File: src/rtl/err_status_pkg.sv
package err_status_pkg;

    localparam int unsigned BIT_PDA    = 10;
    localparam int unsigned BIT_WAKE   = 9;
    localparam int unsigned BIT_PAR    = 8;
    localparam int unsigned BIT_BOFF   = 7;
    localparam int unsigned BIT_WARN   = 6;
    localparam int unsigned BIT_EPASS  = 5;
    localparam int unsigned BIT_RXOK   = 4;
    localparam int unsigned BIT_TXOK   = 3;
    localparam int unsigned LEC_W      = 3;
    localparam int unsigned USED_W     = 11;
    localparam int unsigned NUM_STICKY = 4;

    typedef enum logic [LEC_W-1:0] {
        LEC_NONE  = 3'd0,
        LEC_STUFF = 3'd1,
        LEC_FORM  = 3'd2,
        LEC_ACK   = 3'd3,
        LEC_BIT1  = 3'd4,
        LEC_BIT0  = 3'd5,
        LEC_CRC   = 3'd6,
        LEC_NOCHG = 3'd7
    } lec_code_e;

endpackage

File: src/rtl/esr_sticky_bit.sv
module esr_sticky_bit (
    input  logic clk,
    input  logic rst_n,
    input  logic set_i,
    input  logic clr_i,
    output logic q_o
);

    logic q_next;

    // Setting takes precedence over clearing.
    always_comb begin
        q_next = q_o;
        if (clr_i) q_next = 1'b0;
        if (set_i) q_next = 1'b1;
    end

    always_ff @(posedge clk or negedge rst_n) begin
        if (!rst_n) q_o <= 1'b0;
        else        q_o <= q_next;
    end

    a_r9_set_wins: assert property (@(posedge clk) disable iff (!rst_n)
        set_i |=> q_o);
    a_r7_read_clears: assert property (@(posedge clk) disable iff (!rst_n)
        (clr_i && !set_i) |=> !q_o);

endmodule

File: src/rtl/esr_lec_field.sv
module esr_lec_field
    import err_status_pkg::*;
(
    input  logic             clk,
    input  logic             rst_n,
    input  logic             rd_i,
    input  logic             wr_i,
    input  logic [LEC_W-1:0] val_i,
    output logic [LEC_W-1:0] code_o
);

    lec_code_e code_q, code_d;

    // A load from the protocol engine overrides the reload caused by a read.
    always_comb begin
        code_d = code_q;
        unique case ({wr_i, rd_i})
            2'b00: code_d = code_q;
            2'b01: code_d = LEC_NOCHG;
            2'b10,
            2'b11: code_d = lec_code_e'(val_i);
            default: code_d = code_q;
        endcase
    end

    always_ff @(posedge clk or negedge rst_n) begin
        if (!rst_n) code_q <= LEC_NOCHG;
        else        code_q <= code_d;
    end

    assign code_o = code_q;

    a_r8_read_reloads: assert property (@(posedge clk) disable iff (!rst_n)
        (rd_i && !wr_i) |=> (code_o == 3'd7));
    a_r10_write_wins: assert property (@(posedge clk) disable iff (!rst_n)
        wr_i |=> (code_o == $past(val_i)));

endmodule

File: src/rtl/esr_warn_cmp.sv
module esr_warn_cmp #(
    parameter int unsigned CNT_W      = 8,
    parameter int unsigned WARN_LIMIT = 96
) (
    input  logic [CNT_W-1:0] tx_cnt_i,
    input  logic [CNT_W-1:0] rx_cnt_i,
    output logic             warn_o
);

    localparam logic [CNT_W-1:0] LIMIT = CNT_W'(WARN_LIMIT);

    assign warn_o = (tx_cnt_i >= LIMIT) || (rx_cnt_i >= LIMIT);

endmodule

File: src/rtl/can_err_status.sv
module can_err_status
    import err_status_pkg::*;
#(
    parameter int unsigned DATA_W     = 32,
    parameter int unsigned CNT_W      = 8,
    parameter int unsigned WARN_LIMIT = 96
) (
    input  logic              clk,
    input  logic              rst_n,
    input  logic              rd_en,
    input  logic              tx_ok_evt,
    input  logic              rx_ok_evt,
    input  logic              parity_evt,
    input  logic              bus_dominant,
    input  logic              pd_ack,
    input  logic              lec_wr,
    input  logic [LEC_W-1:0]  lec_val,
    input  logic              bus_off,
    input  logic              err_passive,
    input  logic [CNT_W-1:0]  tx_err_cnt,
    input  logic [CNT_W-1:0]  rx_err_cnt,
    output logic [DATA_W-1:0] rd_data
);

    // Sticky flag index order: 0 tx ok, 1 rx ok, 2 parity, 3 wake.
    logic [NUM_STICKY-1:0] st_set;
    logic [NUM_STICKY-1:0] st_q;
    logic                  warn;
    logic [LEC_W-1:0]      lec_q;

    assign st_set = {bus_dominant & pd_ack, parity_evt, rx_ok_evt, tx_ok_evt};

    for (genvar i = 0; i < NUM_STICKY; i++) begin : g_sticky
        esr_sticky_bit u_flag (
            .clk   (clk),
            .rst_n (rst_n),
            .set_i (st_set[i]),
            .clr_i (rd_en),
            .q_o   (st_q[i])
        );
    end

    esr_lec_field u_lec (
        .clk    (clk),
        .rst_n  (rst_n),
        .rd_i   (rd_en),
        .wr_i   (lec_wr),
        .val_i  (lec_val),
        .code_o (lec_q)
    );

    esr_warn_cmp #(.CNT_W(CNT_W), .WARN_LIMIT(WARN_LIMIT)) u_warn (
        .tx_cnt_i (tx_err_cnt),
        .rx_cnt_i (rx_err_cnt),
        .warn_o   (warn)
    );

    // The word is formed from the stored values, so a read returns them before any clear.
    always_comb begin
        rd_data            = '0;
        rd_data[BIT_PDA]   = pd_ack;
        rd_data[BIT_WAKE]  = st_q[3];
        rd_data[BIT_PAR]   = st_q[2];
        rd_data[BIT_BOFF]  = bus_off;
        rd_data[BIT_WARN]  = warn;
        rd_data[BIT_EPASS] = err_passive;
        rd_data[BIT_RXOK]  = st_q[1];
        rd_data[BIT_TXOK]  = st_q[0];
        rd_data[LEC_W-1:0] = lec_q;
    end

    a_r1_upper_zero: assert property (@(posedge clk) disable iff (!rst_n)
        rd_data[DATA_W-1:USED_W] == '0);
    a_r3_wake_ignored_awake: assert property (@(posedge clk) disable iff (!rst_n)
        (!pd_ack && !rd_en && !rd_data[BIT_WAKE]) |=> !rd_data[BIT_WAKE]);
    a_r11_read_keeps_flags: assert property (@(posedge clk) disable iff (!rst_n)
        (!rd_en && rd_data[BIT_TXOK]) |=> rd_data[BIT_TXOK]);

endmodule

File: config.mk
export PLATFORM = sky130hd
export DESIGN_NAME = can_err_status
export DESIGN_NICKNAME = d
export VERILOG_FILES = /design/src/rtl/err_status_pkg.sv /design/src/rtl/esr_sticky_bit.sv /design/src/rtl/esr_lec_field.sv /design/src/rtl/esr_warn_cmp.sv /design/src/rtl/can_err_status.sv
export SDC_FILE = /design/constraint.sdc
export NUM_CORES = 1
export LEC_CHECK = 0
export BUFFER_PORTS_ARGS = -buffer_cell sky130_fd_sc_hd__buf_2
export CAP_MARGIN = 10
export CORE_MARGIN = 2
export CORE_UTILIZATION = 33
export CTS_CLUSTER_SIZE = 16
export DETAILED_ROUTE_END_ITERATION = 12
export PLACE_DENSITY_LB_ADDON = 0.25
export SLEW_MARGIN = 10
export SYNTH_ARGS = -nofsm -noshare
export SYNTH_HDL_FRONTEND = slang
export SYNTH_SLANG_ARGS = --single-unit
File: constraint.sdc
create_clock -name clk -period 1.6 [get_ports clk]
set_input_delay 0.32 -clock clk [delete_from_list [all_inputs] [get_ports clk]]
set_output_delay 0.32 -clock clk [all_outputs]
set_load 0.02 [all_outputs]
# Word-level counts from Yosys, hierarchy flattened
# Index checks and enable logic that the tools add are counted.
# word_totals
reg_bits	7
inputBits	30
out_inout_bits	32
elab_cells	24
# classes
n_lt_le_gt_ge	2
eq_ne	3
muxes	6
bitwise	1
n_reduce_logical	7
# ops
op	n
>= comparator 8 x 7 -> 1 bit, second input constant	2
nonzero test 2 bit	4
case mux 3 bit (2 select lines)	1
2-to-1 mux 1 bit	5
== test 2 bit, second input constant	2
== test 2 x 1 -> 1 bit, second input constant	1
zero test 2 bit	1
OR reduction 2 bit	1
bitwise AND 1 bit	1
logical OR 1 bit	1

# Longest topological paths before layout
# Gate-level depths: netlist of run 1.
# logic_depth
word_depth	3
depth_mapped	3
depth_no_buf	2

# Hierarchy
# Synthesis of run 1 repeated with hierarchy kept, for this count alone.
# unflattened
cells_unflattened	54
hier_area_um2	474.2
# modules_own_cells
mod	instances	cells_each	area_per_inst_um2	seq_area_each_um2
can_err_status	1	27	197.7	0.0
esr_sticky_bit	4	3	36.3	25.0
esr_lec_field	1	12	116.4	78.8
esr_warn_cmp	1	3	15.0	0.0

# Worst setup path before layout of run 1
# OpenSTA, ideal clock, no wires.
# synth_timing
path_kind	in2out
startpoint	input rx_err_cnt[5]
endpoint	output rd_data[6]
arrival_ps	740
required_ps	1280
path_slack_ps	540
path_stages	3
n_path_buf	1
cell_sequence	a211oi_1 nand2_1 buf_4
# synth_between
elab_chain_len	2
# synth_lines
element	line	rtl
start, declared	can_err_status.sv:21	input logic [CNT_W-1:0] rx_err_cnt,
>= comparator 8 x 7 -> 1 bit	esr_warn_cmp.sv:12	assign warn_o = (tx_cnt_i >= LIMIT) || (rx_cnt_i >= LIMIT);
logical OR 1 bit	esr_warn_cmp.sv:12	
end, declared	can_err_status.sv:22	output logic [DATA_W-1:0] rd_data
# No other way between the ends.

# Final worst setup path of run 1
# layout_timing
startpoint	register u_lec.code_q[1], in the netlist u_lec.code_o[1]
endpoint	output rd_data[1]
# layout_rtl
element	line	rtl
start, declared	esr_lec_field.sv:12	lec_code_e code_q, code_d;
start signal, assigned	esr_lec_field.sv:28	else code_q <= code_d;
# No word-level cell between the ends.

==> results of run 1 <==
==> where the power goes <==
| part | internal (W) | switching (W) |
|---|---|---|
| clock | 0.0000913 | 0.0000664 |
| sequential | 0.000196 | 0.00000644 |
| combinational | 0.0000375 | 0.0000892 |
==> synthesized netlist by cell type <==
master / n
sky130_fd_sc_hd__inv_2: 1
sky130_fd_sc_hd__o21ai_0: 3
sky130_fd_sc_hd__buf_4: 29
sky130_fd_sc_hd__a22o_1: 1
sky130_fd_sc_hd__conb_1: 1
sky130_fd_sc_hd__a21o_2: 3
sky130_fd_sc_hd__dfrtp_1: 4
sky130_fd_sc_hd__dfstp_2: 3
sky130_fd_sc_hd__a211oi_1: 1
sky130_fd_sc_hd__nor2_1: 3
sky130_fd_sc_hd__nand2_1: 5
==> state kept, by name, summed over array words and instances (netlist names) <==
| register | count |
|---|---|
| g_sticky.u_flag.q_o | 4 |
| u_lec.code_o | 3 |
==> final cells by class <==
| cell class | instances | area [um^2] |
|---|---|---|
| fillers | 149 | 815 |
| flip-flops and latches | 7 | 179 |
| multi-input cells | 37 | 166 |
| repair buffers | 27 | 140 |
| clock buffers | 3 | 22.5 |
| well taps | 15 | 18.8 |
| clock inverters | 1 | 5.00 |
| inverters | 1 | 3.75 |
==> layer usage <==
metal / track usage / up-vias / wire length, um
li1: - / 166 / -
met1: 0.0757 / 156 / 256
met2: 0.148 / 27 / 393
met3: 0.0647 / 2 / 111
met4: 0.0750 / 0 / 5
met5: 0 / - / 0
==> cell families (layout without fill, tap and decap cells) <==
family	after synthesis	in the layout
compound gates	8	8
buf+inv	30	32
flops	7	7
other cells	1	21
simple gates	8	8
==> worst max path at each step <==
stage / from / endpoint / slack [ns] / depth (start not counted)
2_1_floorplan: rx_err_cnt[5] / rd_data[6] / 0.54 / 3
3_3_place_gp: rx_err_cnt[5] / rd_data[6] / 0.43 / 4
3_5_place_dp: rx_err_cnt[5] / rd_data[6] / 0.42 / 4
4_1_cts: u_lec.code_o[0]$_DFFE_PN1P_ / rd_data[0] / 0.33 / 1
5_1_grt: u_lec.code_o[0]$_DFFE_PN1P_ / rd_data[0] / 0.30 / 1
6_report: u_lec.code_o[1]$_DFFE_PN1P_ / rd_data[1] / 0.35 / 1
==> per-stage QoR <==
step / utilization / setup WS [ns] / hold slack [ns]
3_3_place_gp: 0.369 / 0.429 / 0.158
4_1_cts: 0.397 / 0.333 / 0.239
2_1_floorplan: - / 0.540 / 0.0244
3_5_place_dp: 0.369 / 0.416 / 0.161
5_1_grt: 0.397 / 0.299 / 0.226
6_report: 0.397 / 0.346 / 0.245
==> results.md, run 1 <==
- The flow ran to the end, and the final reports show no timing, DRC or antenna violations.
- The placed standard-cell area is 498 um^2.
- The worst stage delay on the critical path is 0.53 ns.
- The part of the cycle the worst path needs is 0.784.
- For this run, the register share of the synthesized area comes to 0.364.
- The number of antenna violations at the first check in global routing was 0.
- The flop and latch count out of synthesis is 7.
- The maximum ir drop on the vdd rail is 305 uV.
- The number of buffers inserted for hold repair after clock tree synthesis is 1.
- In this run, CTS created clock tree buffers numbering 3.
- The total power is 0.000487 W.
- The worst hold path was traced through 2 stages.
- The minimum clock period after layout is 1.25 ns.
- The endpoint type of the worst setup path is an output port.
- After synthesis, the largest family of logic cells by area is buffers and inverters.
- In this run the number of H-tree levels came out at 1.
- The first-pass iteration count of the detailed router is 3.
- The cell sitting at the root of the clock tree is a sky130_fd_sc_hd__clkbuf_4.
- The remaining design rule violation count is 0.
- For this run, the number of Yosys warnings is 0.
- The final weighted congestion of routability-driven global placement is 0.621.
- The proportion of netlist area held by the largest area contributor is 0.443.
- The launch instance of the worst register-to-register path is u_lec.code_o[1]$_DFFE_PN1P_.
- The slack of the worst reg-to-reg path is 0.81 ns.
- The compound-gate portion of the synthesized area is 0.117.
- The cell at the slowest stage of the critical path is sky130_fd_sc_hd__dfstp_2.
- TritonCTS built the clock tree.
- The mean cell area of the mapped netlist is 9.11 um^2.
- The placed cell count is 86.
- The leakage dissipation is 0.309 nW.
- Of the total synthesized cell area, the portion taken by XOR and XNOR cells is 0.
- In this run the horizontal extent of the chip is 42.6 um.
- The tree built by TritonCTS fans out to 7 sinks.
- Grouping stages by cell kind, the critical path spends the most delay in flip-flops.
- The die footprint is 1810 um^2.
- The finished cells cover 536 um^2.
- In this run the post-CTS setup repair buffer count came out at 0.
- The maximum frequency from static timing analysis is 0.797 GHz.
- The die outline height is 42.6 um.
- During I/O placement, the number of pins put on the boundary was 62.
- Setup repair after global routing left no endpoint under its margin.
- The finished layout holds 91 standard cells, fillers aside.
- The number of global-route vias before repair is 298.
- The final route contains 351 vias.
- Once the clock tree was built, the resizer swapped 0 gates to a different size.
- The placeable core region is 1350 um^2.
- The setup path with the least slack is of type reg2out.
- Counting cells, the worst reg-to-reg path comes to 2.
- The synthesized netlist contains 11 unique library cells.
- Data arrives at the worst endpoint at 0.93 ns.
- Across every metal layer, demand over resource in global routing totals 0.0920.
- The max-slew violation count is 0.
- The final-layout setup total negative slack is 0 ns.
- The clock transition at the register clock pins on the worst setup and hold paths after CTS is 0.06 ns.
- The pin count of the biggest net entering global routing is 8.
- The number of buffers and inverters on the critical path is 1.
- In the final routed layout, each cell accounts on average for 8.42 um.
- The proportion of layout cells with a drive suffix above 1 is 0.487.
- After the last flow step, the layout net total stands at 107.
- The signal on the critical path passes through buf_2.
- In this run the most critical hold path is launched from parity_evt.
- Summed over all nets, the half-perimeter wirelength after detailed placement is 678 um.
- The global-route wire length before repair is 1170 um.
- The effective utilization at floorplan is 0.364.
- The number of diodes added for antenna fixing is 0.
- Global routing finished with a remaining overflow of 0.
- In the layout the commonest cells are sky130_fd_sc_hd__buf_2 (26), sky130_fd_sc_hd__conb_1 (21), sky130_fd_sc_hd__nand2_1 (5).
- The cell area that synthesis handed to floorplanning was 492 um^2.
- The routed via count divided by cell count is 3.86.
- The end of the worst hold path is g_sticky[2].u_flag.q_o$_DFFE_PN0P_.
- The cell count after synthesis came out at 54.
- Of all cell types, the one taking the most synthesized area is sky130_fd_sc_hd__buf_4.
- Of the total synthesized cell area, the portion taken by AND, OR, NAND and NOR gates is 0.0611.
- The startpoint type of the worst setup path is a register.
- The tightest min-delay check is of the in2reg type.
- In this run the power density over the cells is 909 nW/um^2.
- The data required time of the worst path is 1.28 ns.
- The mux cell area share after synthesis is 0.
- The number of hold violations in the final report is 0.
- The area growth from synthesis to layout is 8.91%.
- The antenna violation net count after detailed routing is 0.
- In the post-synthesis netlist, the biggest area contributors are sky130_fd_sc_hd__buf_4 (44%), sky130_fd_sc_hd__dfrtp_1 (20%), sky130_fd_sc_hd__dfstp_2 (16%), sky130_fd_sc_hd__a21o_2 (5.3%), sky130_fd_sc_hd__nand2_1 (3.8%).
- The total number of placement rows is 13.
- In this run, the number of DRC markers left after iteration 0 of detailed routing was 6.
- Setup violations remaining at the end of the flow were counted as 0.
- In this run the worst path has a maximum fanout of 2.
- The endpoint identified for the worst register-to-register timing path is u_lec.code_o[1]$_DFFE_PN1P_.
- On the final layout, the worst clock skew is 0 ns.
- Clock latency on the worst-skew pair, taken at its later pin, is 0.24 ns.
- Of the total synthesized cell area, the portion taken by full adders, half adders and majority gates is 0.
- Max-cap violations in this run came to 0.
- In this run the deepest clock path goes through 2 buffers.
- The commonest non-fill, non-tap cell in the layout is sky130_fd_sc_hd__buf_2.
- Input and output buffers added on the ports amount to 26.
- The final layout contains routed wiring with a total length of 766 um.
Note: power is estimated with default switching activity, not from simulation.
==> run 2, diff against run 1 <==
- CORE_UTILIZATION: 33 -> 28
- clock period: 1.6 -> 1.1 ns (I/O delays scaled with it)
==> results.md, run 2 (synthesized netlist as in run 1, its figures left out) <==
- The clock transition at the register clock pins on the worst setup and hold paths after CTS is 0.05 ns.
- The endpoint type of the worst setup path is an output port.
- The maximum frequency from static timing analysis is 0.903 GHz.
- Setup repair after global routing could not meet its margin everywhere.
- The routed via count divided by cell count is 3.55.
- From synthesis to final layout, the design area changed by 14.5%.
- The total non-filler cell area in the finished layout is 563 um^2.
- After global routing the overflow that remains totals 0.
- Row generation in the floorplan step produced 15 rows.
- From left edge to right edge, the die measures 45.9 um.
- Counting both buffers and inverters, the worst setup path holds a total of 1.
- Setup violations remaining at the end of the flow were counted as 3.
- The max-slew violation count is 0.
- In this run the number of H-tree levels came out at 1.
- The floorplan step defined a core boundary enclosing 1690 um^2.
- The library cell used most frequently in the layout, excluding fill and tap cells, is sky130_fd_sc_hd__buf_2.
- The total vias in the final route is 334.
- Between clock sinks in the finished design, the worst skew comes to 0 ns.
- The leakage dissipation is 0.318 nW.
- The top routing layer in use is met3.
- The final reports fail on setup timing.
- In the global route stage, overall resource usage came out at 0.0783.
- The antenna violation net count after detailed routing is 0.
- The number of hold violations in the final report is 0.
- The smallest setup slack after layout is -0.00784 ns.
- The number of sinks driven by the clock tree is 7.
- At the end of routability-driven placement, the weighted congestion stood at 0.612.
- The data required time of the worst path is 0.88 ns.
- TritonCTS built the clock tree.
- The die covers 2110 um^2.
- Clock tree synthesis selected as its root buffer the cell sky130_fd_sc_hd__clkbuf_4.
- The number of global-route vias before repair is 286.
- Once placement finished, the instance area stood at 500 um^2.
- In this run the tool buffered the top-level ports with 26 buffer cells.
- The first-pass iteration count of the detailed router is 1.
- The routed metal-1 wirelength is 292 um.
- The worst hold path belongs to the class in2reg.
- The total detailed-routing wirelength is 719 um.
- In the detailed route, the total length drawn on met3 is 119 um.
- The peak fanout along the critical path is 2.
- The CTS buffer count is 3.
- For this configuration, the core starts out at a cell density of 0.291.
- The signal arrival time at the worst endpoint is 0.89 ns.
- The number of antenna violations at the first check in global routing came to 0.
- The number of diodes added for antenna fixing is 0.
- During I/O placement, the number of pins put on the boundary was 62.
- The tool flagged a number of max-cap violations equal to 0.
- The library cells used most frequently in the layout, excluding fill and tap cells, are sky130_fd_sc_hd__buf_2 (23), sky130_fd_sc_hd__conb_1 (21), sky130_fd_sc_hd__nand2_1 (5).
- Across the VDD grid, the largest voltage drop is 420 uV.
- The startpoint type of the worst setup path is a register.
- The part of the cycle the worst path needs is 1.01.
- Entering global routing, the biggest net connects 8 pins.
- Of the cells placed in the final design, the portion with a size suffix greater than 1 is 0.481.
- The power per cell area is 1280 nW/um^2.
- The signal on the critical path passes through buf_6.
- The critical setup path kind is reg2out.
- The remaining design rule violation count is 0.
- The flow ran to the end, but the final reports show violations.
- The cell class contributing the biggest share of worst-path delay is flip-flops.
- The final layout contains 108 nets.
- The routed wire length on met2 is 307 um.
- Measured on the finished design, the core utilization comes to 0.333.
- The first global-routing pass estimated 1080 um of wire.
- Subtracting the final worst setup slack from the clock period gives 1.11 ns.
- On the worst path, the slowest cell contributes a delay of 0.53 ns.
- The clock passes through at most 2 buffers.
- The number of flip-flops under the largest register name is 4.
- Ranked by flip-flop count, first place goes to g_sticky.u_flag.q_o.
- For the worst-skew pair, the clock arrives at the later sink with an insertion delay of 0.24 ns.
- In this run, the number of DRC markers left after iteration 0 of detailed routing was 0.
- The HPWL reported at the end of detailed placement is 625 um.
- The floorplan step set the die height to 45.9 um.
- Dividing the detail-routed wire length by the instance count gives 7.65 um.
- The cell at the slowest stage of the critical path is sky130_fd_sc_hd__dfstp_2.
## run 2: cell types whose count changed in the layout (fill, tap and decap cells not counted), sizes merged
cell,previous run,this run
clkinv,1,0
clkbuf,3,4
buf,26,27
## run 2: power by group
part           total [W]  internal [W]  switching (W)  leakage [nW]
Sequential      0.000296      0.000286      0.0000106        0.0760
Combinational   0.000201     0.0000695       0.000131         0.227
Clock           0.000223      0.000138      0.0000851        0.0150
Total           0.000720      0.000493       0.000227         0.318
## run 2: routing by layer
metal | vias up | track usage
li1 | 167 | -
met1 | 136 | 0.0695
met3 | 0 | 0.0635
met4 | 0 | 0.0343
met5 | - | 0
met2 | 31 | 0.128
## run 2: final cells by class
type                       instances  area, um^2
timing repair buffer              28         166
multi-input combinational         37         166
tap                               17        21.3
inverter                           1        3.75
clock buffer                       4        26.3
fill                             182        1130
sequential                         7         179
## run 2: path summary, 6_finish.rpt
path	start	to	slack (ns)	depth (start not counted)
worst min-delay path	rx_ok_evt	g_sticky[1].u_flag.q_o$_DFFE_PN0P_	0.15	2
min in group asynchronous	rst_n	g_sticky[1].u_flag.q_o$_DFFE_PN0P_	0.34	2
worst max register to register	u_lec.code_o[0]$_DFFE_PN1P_	u_lec.code_o[0]$_DFFE_PN1P_	0.22	3
max in group asynchronous	rst_n	u_lec.code_o[0]$_DFFE_PN1P_	0.54	2
worst max-delay path	u_lec.code_o[2]$_DFFE_PN1P_	rd_data[2]	-0.008	1
worst min register to register	g_sticky[1].u_flag.q_o$_DFFE_PN0P_	g_sticky[1].u_flag.q_o$_DFFE_PN0P_	0.48	1
## run 2: repair_timing
| action | CTS | global route |
|---|---|---|
| hold buffers | 1 | 0 |
| gates resized for setup | 6 | 0 |
| endpoints found under the setup margin | 3 | 3 |
| setup buffers | 1 | 0 |
| endpoints found under the hold margin | 4 | 0 |
## run 2: per-stage QoR
| stage | setup slack, ns | instances | TNS, ns | power, W | hold slack, ns |
|---|---|---|---|---|---|
| 6_report | -0.00784 | 94 | -0.0190 | 0.000720 | 0.154 |
| 5_1_grt | -0.0409 | 94 | -0.116 | 0.000770 | 0.147 |
| 4_1_cts | -0.0220 | 94 | -0.0570 | 0.000735 | 0.146 |
| 3_5_place_dp | 0.111 | 88 | 0 | 0.000482 | 0.0613 |
| 3_3_place_gp | 0.115 | 88 | 0 | 0.000480 | 0.0590 |
| 2_1_floorplan | 0.240 | 74 | 0 | 0.000505 | -0.0756 |
==> run 3, diff against run 2 <==
- CORE_MARGIN: 2 -> default
==> results.md, run 3 (synthesized netlist as in run 1, its figures left out) <==
- The worst setup path is launched from a register.
- Pin placement for this block handled 62 I/O pins.
- The number of flip-flops under the largest register name is 4.
- The buffering stage count on the worst path with inverters included is 1.
- The cell at the slowest stage of the critical path is sky130_fd_sc_hd__dfstp_2.
- Counting flops per register, the top entry is g_sticky.u_flag.q_o.
- The largest single stage delay on the critical path is 0.54 ns.
- The max-slew violation count is 0.
- For this run the aggregate overflow at the end of global routing stands at 0.
- The post-detailed-route wirelength per cell is 8.07 um.
- The CTS buffer count is 3.
- The peak fanout along the critical path is 2.
- The floorplan has 14 rows.
- The later pin in the worst-skew pair is clocked with a latency of 0.25 ns.
- The initial utilization of the core area, before any placement, comes to 0.312.
- The total non-filler cell area in the finished layout is 554 um^2.
- The run finished, with violations left.
- Setup repair after global routing could not meet its margin everywhere.
- In this run the deepest clock path goes through 2 buffers.
- After detailed routing, the number of vias per cell comes to 3.68.
- Clock tree synthesis found a total of 7 sinks.
- In this run, the number of DRC markers left after iteration 0 of detailed routing was 11.
- The checks that failed: DRC, setup timing.
- The endpoint type of the worst setup path is an output port.
- 0 antenna diodes ended up in the layout.
- The number of nets in the finished design is 107.
- The proportion of layout cells with a drive suffix above 1 is 0.474.
- The cell chosen for the clock root is sky130_fd_sc_hd__clkbuf_4.
- Power spread over the standard cell area amounts to 1300 nW/um^2.
- Across every metal layer, demand over resource in global routing totals 0.0746.
- The maximum ir drop on the vdd rail is 552 uV.
- The worst-case clock skew is 0 ns.
- The number of maximum-capacitance constraint violations is 0.
- The critical path is of the reg2out type.
- Entering global routing, the biggest net connects 8 pins.
- The placed instances occupy a cell area of 499 um^2.
- The number of global-route vias before repair is 248.
- Routability-driven placement finished with a final weighted congestion of 0.639.
- The count of nets left with antenna violations once routing finished came out at 0.
- The die outline height is 43.9 um.
- The signal arrival time at the worst endpoint is 0.90 ns.
- The number of placed instances, taps included, is 87.
- The HPWL reported at the end of detailed placement is 621 um.
- The cell class contributing the biggest share of worst-path delay is flip-flops.
- For this run, design rule violations remaining after detail routing come to 2.
- TritonCTS built the clock tree.
- The die span in x is 43.9 um.
- The total vias in the final route is 339.
- The smallest setup slack after layout is -0.0153 ns.
- The signal on the critical path passes through buf_6.
- From synthesis to final layout, the design area changed by 12.7%.
- The first global-routing pass estimated 993 um of wire.
- The tightest min-delay check is of the in2reg type.
- After layout, the minimum clock period comes to 1.12 ns.
- The final instance count without filler cells is 92.
- Wires add up to 742 um.
- CTS built an H-tree with a depth of 1.
- The first-pass iteration count of the detailed router is 10.
- In the layout the commonest cells are sky130_fd_sc_hd__buf_2 (23), sky130_fd_sc_hd__conb_1 (21), sky130_fd_sc_hd__nand2_1 (5).
- The die footprint is 1930 um^2.
- The number of hold violations in the final report is 0.
- The maximum frequency from static timing analysis is 0.897 GHz.
- During placement, the flow inserted port buffers numbering 26.
- Setup violations remaining at the end of the flow were counted as 3.
- The commonest non-fill, non-tap cell in the layout is sky130_fd_sc_hd__buf_2.
- The leakage dissipation is 0.313 nW.
- The number of antenna violations at the first check in global routing is 0.
- The part of the cycle the worst path needs is 1.01.
- STA puts the critical path data required time at 0.88 ns.
- Buffers added to address setup during post-CTS repair amount to 0.
- The floorplan step defined a core boundary enclosing 1580 um^2.
- After clock tree synthesis, the clock-pin slew on the worst setup and hold paths is 0.05 ns.
- The worst hold slack is 0.152 ns.
[run 3: cell type report]
type                    count  area (um^2)
clock buffers               4         26.3
repair buffers             27          159
fillers                   187         1020
flip-flops and latches      7          179
multi-input cells          37          166
inverters                   1         3.75
well taps                  16         20.0
[run 3: stage by stage]
stage	utilization	setup slack [ns]	setup TNS [ns]	power, W
CTS	0.352	-0.0307	-0.0840	0.000742
global route	0.352	-0.0475	-0.125	0.000768
global placement	0.317	0.129	0	0.000479
detailed placement	0.317	0.121	0	0.000481
finish	0.352	-0.0153	-0.0384	0.000723
floorplan	-	0.240	0	0.000505
[run 3: what timing repair did]
item / in CTS / in global routing
hold endpoints to repair: 7 / 0
hold buffers: 1 / 0
setup endpoints to repair: 3 / 3
resized for setup: 6 / 0
[run 3: final timing paths]
path	startpoint	to	slack, ns	cells after the start
setup / recovery	u_lec.code_o[1]$_DFFE_PN1P_	rd_data[1]	-0.02	1
hold / removal	parity_evt	g_sticky[2].u_flag.q_o$_DFFE_PN0P_	0.15	2
setup reg to reg	u_lec.code_o[2]$_DFFE_PN1P_	u_lec.code_o[2]$_DFFE_PN1P_	0.31	2
hold reg to reg	g_sticky[2].u_flag.q_o$_DFFE_PN0P_	g_sticky[2].u_flag.q_o$_DFFE_PN0P_	0.47	1
max in group asynchronous	rst_n	u_lec.code_o[0]$_DFFE_PN1P_	0.54	2
min in group asynchronous	rst_n	g_sticky[3].u_flag.q_o$_DFFE_PN0P_	0.33	2
[run 3: where the power goes]
group / switching [W] / leakage, nW / internal, W
logic: 0.000130 / 0.222 / 0.0000658
registers: 0.0000111 / 0.0760 / 0.000285
clock network: 0.0000924 / 0.0150 / 0.000138
[run 3: per-layer routing]
layer / track usage / share of wire
met5: 0 / 0
met3: 0.0375 / 0.12
met1: 0.0791 / 0.42
met2: 0.113 / 0.46
met4: 0.0545 / 0
[run 3: worst register-to-register path, cell delays in order (launching register included)]
cell	delay (ns)
sky130_fd_sc_hd__dfstp_2	0.53
sky130_fd_sc_hd__nor2_1	0.04
sky130_fd_sc_hd__o21ai_0	0.14
